### src/rtl/exc_pkg.sv
package exc_pkg;
  localparam logic [1:0] SZ_BYTE = 2'd0;
  localparam logic [1:0] SZ_WORD = 2'd1;
  localparam logic [1:0] SZ_LONG = 2'd2;

  localparam int VEC_NONE    = 0;
  localparam int VEC_BUSERR  = 2;
  localparam int VEC_ADDRERR = 3;
  localparam int VEC_ILLEGAL = 4;
  localparam int VEC_TRACE   = 9;
  localparam int VEC_IRQ     = 24;
endpackage

### src/rtl/exc_vec_latch.sv
module exc_vec_latch
  import exc_pkg::*;
#(
  parameter int VW = 8
) (
  input  logic          clk,
  input  logic          rst_n,
  input  logic          last_uc,
  input  logic          next_op_illegal,
  input  logic          trace_req,
  input  logic          irq_req,
  input  logic          exc_ack,
  output logic [VW-1:0] pend_vec
);
  logic [VW-1:0] sel_vec;

  // fixed priority among group 1 sources
  always_comb begin
    if (trace_req)            sel_vec = VW'(VEC_TRACE);
    else if (irq_req)         sel_vec = VW'(VEC_IRQ);
    else if (next_op_illegal) sel_vec = VW'(VEC_ILLEGAL);
    else                      sel_vec = VW'(VEC_NONE);
  end

  // loaded early, at the start of the last microcycle; faults never write it
  always_ff @(posedge clk or negedge rst_n) begin
    if (!rst_n)       pend_vec <= '0;
    else if (last_uc) pend_vec <= sel_vec;
    else if (exc_ack) pend_vec <= '0;
  end
endmodule

### src/rtl/exc_access_chk.sv
module exc_access_chk
  import exc_pkg::*;
#(
  parameter int AW  = 24,
  parameter int FCW = 3
) (
  input  logic           clk,
  input  logic           rst_n,
  input  logic           acc_start,
  input  logic [AW-1:0]  acc_addr,
  input  logic [1:0]     acc_size,
  input  logic           acc_read,
  input  logic [FCW-1:0] acc_fc,
  input  logic           bus_fault,
  output logic           addr_err,
  output logic           fault_det,
  output logic           fault_is_addr,
  output logic           fault_read,
  output logic [FCW-1:0] fault_fc
);
  logic           last_read;
  logic [FCW-1:0] last_fc;
  logic           unused_addr_hi;

  assign unused_addr_hi = ^acc_addr[AW-1:1];

  // raised in the access's first cycle so external strobes can be held off
  assign addr_err      = acc_start && (acc_size != SZ_BYTE) && acc_addr[0];
  assign fault_det     = addr_err || bus_fault;
  assign fault_is_addr = addr_err;

  // remember the attributes of the access in flight for a late bus error
  always_ff @(posedge clk or negedge rst_n) begin
    if (!rst_n) begin
      last_read <= 1'b0;
      last_fc   <= '0;
    end else if (acc_start) begin
      last_read <= acc_read;
      last_fc   <= acc_fc;
    end
  end

  assign fault_read = acc_start ? acc_read : last_read;
  assign fault_fc   = acc_start ? acc_fc   : last_fc;
endmodule

### src/rtl/exc_fault_seq.sv
module exc_fault_seq
  import exc_pkg::*;
#(
  parameter int FCW     = 3,
  parameter int VW      = 8,
  parameter int SSWW    = 16,
  parameter int CAP_DLY = 2
) (
  input  logic            clk,
  input  logic            rst_n,
  input  logic            fault_det,
  input  logic            fault_is_addr,
  input  logic            fault_read,
  input  logic [FCW-1:0]  fault_fc,
  input  logic [VW-1:0]   pend_vec,
  input  logic            frame_done,
  output logic            fault_start,
  output logic [VW-1:0]   fault_vec,
  output logic [SSWW-1:0] ssw,
  output logic            halt
);
  localparam int CW     = $clog2(CAP_DLY + 1);
  localparam int IN_POS = FCW;
  localparam int RW_POS = FCW + 1;

  logic           busy;
  logic [CW-1:0]  cnt;
  logic           hold_read;
  logic [FCW-1:0] hold_fc;
  logic [VW-1:0]  hold_vec;
  logic           first_fault, second_fault, capture;
  logic [SSWW-1:0] ssw_next;

  assign second_fault = fault_det && busy && !halt;
  assign first_fault  = fault_det && !busy && !halt;
  assign capture      = (cnt == CW'(1)) && !halt && !second_fault;

  // status word assembled from the held access and the live pending vector
  always_comb begin
    ssw_next              = '0;
    ssw_next[FCW-1:0]     = hold_fc;
    ssw_next[IN_POS]      = (pend_vec != '0);
    ssw_next[RW_POS]      = hold_read;
  end

  always_ff @(posedge clk or negedge rst_n) begin
    if (!rst_n) begin
      busy        <= 1'b0;
      cnt         <= '0;
      halt        <= 1'b0;
      hold_read   <= 1'b0;
      hold_fc     <= '0;
      hold_vec    <= '0;
      fault_start <= 1'b0;
      fault_vec   <= '0;
      ssw         <= '0;
    end else begin
      fault_start <= 1'b0;
      if (second_fault) begin
        halt <= 1'b1;
        cnt  <= '0;
      end else if (first_fault) begin
        busy      <= 1'b1;
        cnt       <= CW'(CAP_DLY);
        hold_read <= fault_read;
        hold_fc   <= fault_fc;
        hold_vec  <= fault_is_addr ? VW'(VEC_ADDRERR) : VW'(VEC_BUSERR);
      end else if (capture) begin
        fault_start <= 1'b1;
        fault_vec   <= hold_vec;
        ssw         <= ssw_next;
        cnt         <= '0;
      end else if (!halt && cnt > CW'(1)) begin
        cnt <= cnt - CW'(1);
      end else if (!halt && frame_done && busy && cnt == '0) begin
        busy <= 1'b0;
      end
    end
  end
endmodule

### src/rtl/exc_status_gen.sv
module exc_status_gen
  import exc_pkg::*;
#(
  parameter int AW      = 24,
  parameter int FCW     = 3,
  parameter int VW      = 8,
  parameter int SSWW    = 16,
  parameter int CAP_DLY = 2
) (
  input  logic            clk,
  input  logic            rst_n,
  input  logic            last_uc,
  input  logic            next_op_illegal,
  input  logic            trace_req,
  input  logic            irq_req,
  input  logic            exc_ack,
  input  logic            acc_start,
  input  logic [AW-1:0]   acc_addr,
  input  logic [1:0]      acc_size,
  input  logic            acc_read,
  input  logic [FCW-1:0]  acc_fc,
  input  logic            bus_fault,
  input  logic            frame_done,
  output logic            addr_err,
  output logic            fault_start,
  output logic [VW-1:0]   fault_vec,
  output logic [VW-1:0]   pend_vec,
  output logic [SSWW-1:0] ssw,
  output logic            halt
);
  logic           fault_det;
  logic           fault_is_addr;
  logic           fault_read;
  logic [FCW-1:0] fault_fc;

  exc_vec_latch #(.VW(VW)) u_latch (
    .clk(clk), .rst_n(rst_n), .last_uc(last_uc),
    .next_op_illegal(next_op_illegal), .trace_req(trace_req),
    .irq_req(irq_req), .exc_ack(exc_ack), .pend_vec(pend_vec)
  );

  exc_access_chk #(.AW(AW), .FCW(FCW)) u_acc (
    .clk(clk), .rst_n(rst_n), .acc_start(acc_start), .acc_addr(acc_addr),
    .acc_size(acc_size), .acc_read(acc_read), .acc_fc(acc_fc),
    .bus_fault(bus_fault), .addr_err(addr_err), .fault_det(fault_det),
    .fault_is_addr(fault_is_addr), .fault_read(fault_read), .fault_fc(fault_fc)
  );

  exc_fault_seq #(.FCW(FCW), .VW(VW), .SSWW(SSWW), .CAP_DLY(CAP_DLY)) u_seq (
    .clk(clk), .rst_n(rst_n), .fault_det(fault_det),
    .fault_is_addr(fault_is_addr), .fault_read(fault_read),
    .fault_fc(fault_fc), .pend_vec(pend_vec), .frame_done(frame_done),
    .fault_start(fault_start), .fault_vec(fault_vec), .ssw(ssw), .halt(halt)
  );
endmodule

### config.mk
export PLATFORM = sky130hd
export DESIGN_NAME = exc_status_gen
export DESIGN_NICKNAME = d
export VERILOG_FILES = /design/src/rtl/exc_pkg.sv /design/src/rtl/exc_vec_latch.sv /design/src/rtl/exc_access_chk.sv /design/src/rtl/exc_fault_seq.sv /design/src/rtl/exc_status_gen.sv
export SDC_FILE = /design/constraint.sdc
export NUM_CORES = 1
export LEC_CHECK = 0
export CAP_MARGIN = 25
export CORE_UTILIZATION = 28
export DETAILED_ROUTE_END_ITERATION = 8
export DONT_BUFFER_PORTS = 1
export PLACE_DENSITY = 0.43
export SYNTH_ARGS = -nofsm -noshare
export SYNTH_HDL_FRONTEND = slang
export SYNTH_SLANG_ARGS = --single-unit
### constraint.sdc
create_clock -name clk -period 1.9 [get_ports clk]
set_input_delay 0.19 -clock clk [delete_from_list [all_inputs] [get_ports clk]]
set_output_delay 0.19 -clock clk [all_outputs]
set_load 0.05 [all_outputs]
=== After elaboration in Yosys (flattened, before gate mapping) ===
Index checks and enable logic that the tools add are counted.

* Word-level logic and storage cells: 63
* Input port bits: 40
* Register bits: 42

* Bitwise operators: 2
* Reduce and logical (&&, ||, !) cells: 25
* Add/subtract/negate cells: 1
* Muxes and demuxes: 19
* Order comparisons: 1
* Eq/ne operators: 3

{| class="wikitable"
|+ Operators by type and width
! kind !! number
|-
| $mux W8 || 4
|-
| $logic_and A1 B1 Y1 || 12
|-
| $mux W1 || 9
|-
| $mux W2 || 4
|-
| $reduce_bool A8 Y1 || 1
|-
| $mux W3 || 2
|-
| $reduce_bool A2 Y1 || 3
|-
| $ne A2 B1 Y1 const B || 2
|-
| $reduce_and A4 Y1 || 1
|-
| $reduce_bool A4 Y1 || 1
|-
| $logic_not A1 Y1 || 3
|-
| $reduce_and A3 Y1 || 1
|-
| $eq A2 B1 Y1 const B || 1
|-
| $gt A2 B1 Y1 const B || 1
|-
| $logic_not A2 Y1 || 1
|-
| $not A1 Y1 || 2
|-
| $reduce_and A2 Y1 || 1
|-
| $sub A2 B1 Y2 const B || 1
|-
| $logic_or A1 B1 Y1 || 1
|}

=== Depth between registers and ports, before layout ===
* Depth in word-level cells: 11
* Mapped depth: 5
* Mapped depth without buffers: 5

=== Modules after synthesis ===
Synthesis repeated with hierarchy kept, for this count alone.

* Cells, all modules: 103
* Area total of the unflattened synthesis: 1,251.2 um2

{| class="wikitable"
|+ By module, submodules not included
! module !! times used !! sequential area each (um2) !! area an instance (um2) !! cells each
|-
| exc_fault_seq || 1 || 450.4 || 895.9 || 75
|-
| exc_vec_latch || 1 || 100.1 || 186.4 || 17
|-
| exc_access_chk || 1 || 100.1 || 168.9 || 11
|}

=== Worst setup path after synthesis ===
Ideal clock, no wire load.

* Kind: register -> register
* From: register u_seq.halt
* To: register u_seq.fault_vec[0]
* Period minus slack after synthesis: 1,620 ps
* Setup slack: 280 ps
* Required time: 1,775 ps
* Setup time: 125 ps
* Arrival time: 1,495 ps
* Stages on the path, launching flop included: 3
* Cell sequence: dfrtp_1 nor4b_4 mux2_2

* Longest elaborated chain between the ends: 5
* Elaborated cells on any way between the ends: 9
* Classes of those cells: 2 x bitwise; 7 x reduce/logical

{| class="wikitable"
|+ Ends and longest elaborated chain
! item !! RTL line !! text
|-
| start, declared || exc_fault_seq.sv:20 || <nowiki>output logic halt</nowiki>
|-
| start signal, assigned || exc_fault_seq.sv:50 || <nowiki>halt <= 1'b0;</nowiki>
|-
| start signal, assigned || exc_fault_seq.sv:60 || <nowiki>halt <= 1'b1;</nowiki>
|-
| $logic_not A1 Y1 (*) || exc_fault_seq.sv:34, exc_fault_seq.sv:35, exc_fault_seq.sv:36 ||
|-
| $logic_and A1 B1 Y1 || exc_fault_seq.sv:34 || <nowiki>assign second_fault = fault_det && busy && !halt;</nowiki>
|-
| $logic_not A1 Y1 || exc_fault_seq.sv:36 || <nowiki>assign capture = (cnt == CW'(1)) && !halt && !second_fault;</nowiki>
|-
| $logic_and A1 B1 Y1 || exc_fault_seq.sv:36 ||
|-
| $reduce_and A3 Y1 (no source line) (*) || -- ||
|-
| end signal, assigned || exc_fault_seq.sv:70 || <nowiki>fault_vec <= hold_vec;</nowiki>
|-
| end, declared || exc_fault_seq.sv:18 || <nowiki>output logic [VW-1:0] fault_vec,</nowiki>
|}

Every way passes the cells marked *; elsewhere a longest branch is shown, timed or not.
A chain may end at the register's enable or synchronous reset.

=== Worst setup path after layout ===
* From: register u_seq.cnt[1]
* To: register u_seq.ssw[0]

* Longest elaborated chain between the ends: 4

{| class="wikitable"
|+ Ends and longest elaborated chain
! item !! RTL line !! text
|-
| start, declared || exc_fault_seq.sv:27 || <nowiki>logic [CW-1:0] cnt;</nowiki>
|-
| start signal, assigned || exc_fault_seq.sv:64 || <nowiki>cnt <= CW'(CAP_DLY);</nowiki>
|-
| start signal, assigned || exc_fault_seq.sv:74 || <nowiki>cnt <= cnt - CW'(1);</nowiki>
|-
| $eq A2 B1 Y1 || exc_fault_seq.sv:36 ||
|-
| $logic_and A1 B1 Y1 (2 in a row) || exc_fault_seq.sv:36 ||
|-
| $reduce_and A3 Y1 (no source line) || -- ||
|-
| end signal, assigned || exc_fault_seq.sv:71 || <nowiki>ssw <= ssw_next;</nowiki>
|-
| end, declared || exc_fault_seq.sv:19 || <nowiki>output logic [SSWW-1:0] ssw,</nowiki>
|}

Every way passes these cells.

==> impl_metrics.json <==
{
  "outcome": "completed",
  "critPathLaunch": "u_seq.cnt[1]",
  "vdd_ir_drop_max_uv": 417,
  "antenna_found_initial": 0,
  "utilization_pct": 33.0,
  "overflow": 0,
  "areaGrowthSynthToFinish_pct": 9.75,
  "powerDensity_mw_per_mm2": 870,
  "maxCapViolations": 0,
  "post_cts_buffers": 0,
  "critPathCaptureType": "flop",
  "hp-class": "in -> reg",
  "ys_seq_area_share_pct": 52.3,
  "cts.clk_slew.worst_paths_ns": 0.09,
  "slew_headroom_pct": 66.5,
  "r2r_start": "u_seq.cnt[1]",
  "cts-htree-levels": 1,
  "vias_per_cell": 4.50,
  "diodes": 0,
  "fmax_mhz": 598,
  "firstDrtPassIters": 4,
  "cp.required_ns": 2.05,
  "dp_hpwl_um": 1530,
  "post_route_cells_drive_above_1_share_pct": 25.2,
  "postSynthCellCount": 101,
  "cts_tree": "built",
  "grt_pass1_vias": 747,
  "cp_data_arrival_time_ns": 1.82,
  "worst_pin_slew_ns": 0.499,
  "initial_core_util_pct": 30.0,
  "fp.dieW_um": 68.7,
  "dieHeight_um": 68.7,
  "place.gp.congestion": 0.673,
  "maxSlewViolCount": 0,
  "clock-root-buffer": "clkbuf_8",
  "hp-start": "last_uc",
  "cts_buffer_depth": 2,
  "io_buffers": 0,
  "fin_nets": 154,
  "drtIter0Drc": 38,
  "finalSetupTns_ns": 0,
  "cts_resized": 0,
  "critPathMaxFanout": 8,
  "synth_top_family_by_area": "buffers and inverters",
  "p_leak_nw": 0.683,
  "netlist-cell-type-count": 22,
  "holdWs_ns": 0.0545,
  "synth.area.mux_share_pct": 13.6,
  "num_vias": 725,
  "grt_max_degree": 27,
  "rsz0062_at_grt": "false",
  "insertion_delay_ns": 0.27,
  "synth_xor_area_share_pct": 0,
  "die_area_mm2": 0.00472,
  "setup_viol": 0,
  "syn_area_per_cell_um2": 12.3,
  "ys_seq_elements": 26,
  "cts_buffers": 3,
  "skew_ns": 0.00698,
  "synth_compound_area_share_pct": 9.65,
  "crit_path_start_kind": "flop",
  "fin_crit_ns": 1.67,
  "drc": 0,
  "wl_um": 2090,
  "synth_area_mm2": 0.00124,
  "path_class": "reg -> reg",
  "finalHoldViolations": 0,
  "finalCritPeriodShare_pct": 88.0,
  "yosys.area_share.simple_pct": 7.34,
  "wl_per_cell_um": 13.0,
  "grt_pass1_wl_um": 3320,
  "row_count": 23,
  "yosys_warnings": 0,
  "ios": 75,
  "coreArea_mm2": 0.00414,
  "power.total_mw": 1.19,
  "clkSinkCount": 26,
  "ant_nets": 0,
  "synth_fa_ha_area_share_pct": 2.01,
  "fillers": 436,
  "ctsHoldBuffers": 2,
  "grt.total_usage_pct": 9.87
}
[cells in the mapped netlist (all sizes together)]
library cell / number / area, um2
a22o: 3 / 26.3
nor4b: 1 / 23.8
ha: 2 / 25.0
buf: 23 / 170
o41ai: 2 / 17.5
or4b: 1 / 10.0
conb: 1 / 3.75
o211a: 2 / 20.0
nand2b: 1 / 6.26
nor2: 3 / 11.3
mux2: 15 / 169
nand2: 6 / 22.5
o21ai: 4 / 20.0
dfrtp: 26 / 651
or4: 1 / 7.51
o31a: 1 / 8.76
a32o: 2 / 20.0
o211ai: 1 / 7.51
nor3: 2 / 10.0
inv: 4 / 15.0
[stage by stage]
stage                     worst slack [ns]  area (um2)  std cells
after floorplan                      0.280        1320        121
after detailed placement             0.245        1260        155
final                                0.228        1370        161
after CTS                            0.204        1370        161
after global placement               0.250        1260        155
after global routing                0.0935        1370        161
[area by class of cell]
class,instances,area (um2),share of cell area [%]
Timing Repair Buffer,9,82.6,6.04
Multi-Input combinational cell,68,484,35.4
Inverter,4,15.0,1.10
Sequential cell,26,651,47.6
Clock inverter,1,30.0,2.20
Tap cell,50,62.6,4.58
Clock buffer,3,41.3,3.02
[layer usage]
layer	GRT usage (%)	vias up	wire length [um]
met2	17.2	38	1030
met1	10.5	357	857
met3	5.10	2	195
met4	2.34	0	12
li1	-	328	-
met5	0	-	0
[worst max-delay path, stage by stage (launching register included)]
cell	delay [ns]
dfrtp_1	0.42
inv_1	0.11
ha_1	0.25
nor4b_4	0.22
buf_4	0.21
mux2_2	0.35
[path summary, 6_finish.rpt]
check / cells past startpoint / slack, ns / to
setup / recovery: 5 / 0.23 / u_seq.ssw[0]
hold / removal: 2 / 0.05 / u_latch.pend_vec[3]
setup reg to reg: 5 / 0.23 / u_seq.ssw[0]
hold reg to reg: 1 / 0.48 / u_seq.hold_vec[1]
max in group asynchronous: 2 / 1.39 / u_acc.last_fc[0]
min in group asynchronous: 2 / 0.34 / u_seq.busy
[kinds of logic after synthesis]
group | count (synthesis)
flops | 26
mux | 15
buf+inv | 27
simple gates | 15
fa+ha+maj | 2
other cells | 1
compound gates | 15
[cells in the final DEF (no fill, tap or decap), types with 2 or more instances in the layout]
master and instances:
dfrtp_1 26, conb_1 21, mux2_2 15, buf_4 7, nand2_1 6, inv_1 4
a22o_1 3, o21ai_0 3, nor2_1 3, clkbuf_8 3, o211a_1 2, nor3_1 2
o41ai_1 2, a32o_1 2, ha_1 2
[where the power goes]
group / internal, mW / switching (mW)
Clock: 0.282 / 0.167
Combinational: 0.0287 / 0.141
Sequential: 0.566 / 0.00423
Total: 0.877 / 0.312
[state kept, by name, indices dropped and copies added (netlist names)]
| name | count |
|---|---|
| u_acc.last_fc | 3 |
| u_acc.last_read | 1 |
| u_latch.pend_vec | 4 |
| u_seq.busy | 1 |
| u_seq.cnt | 2 |
| u_seq.fault_start | 1 |
| u_seq.fault_vec | 2 |
| u_seq.halt | 1 |
| u_seq.hold_fc | 3 |
| u_seq.hold_read | 1 |
| u_seq.hold_vec | 2 |
| u_seq.ssw | 5 |
Note: power is estimated with default switching activity, not from simulation.
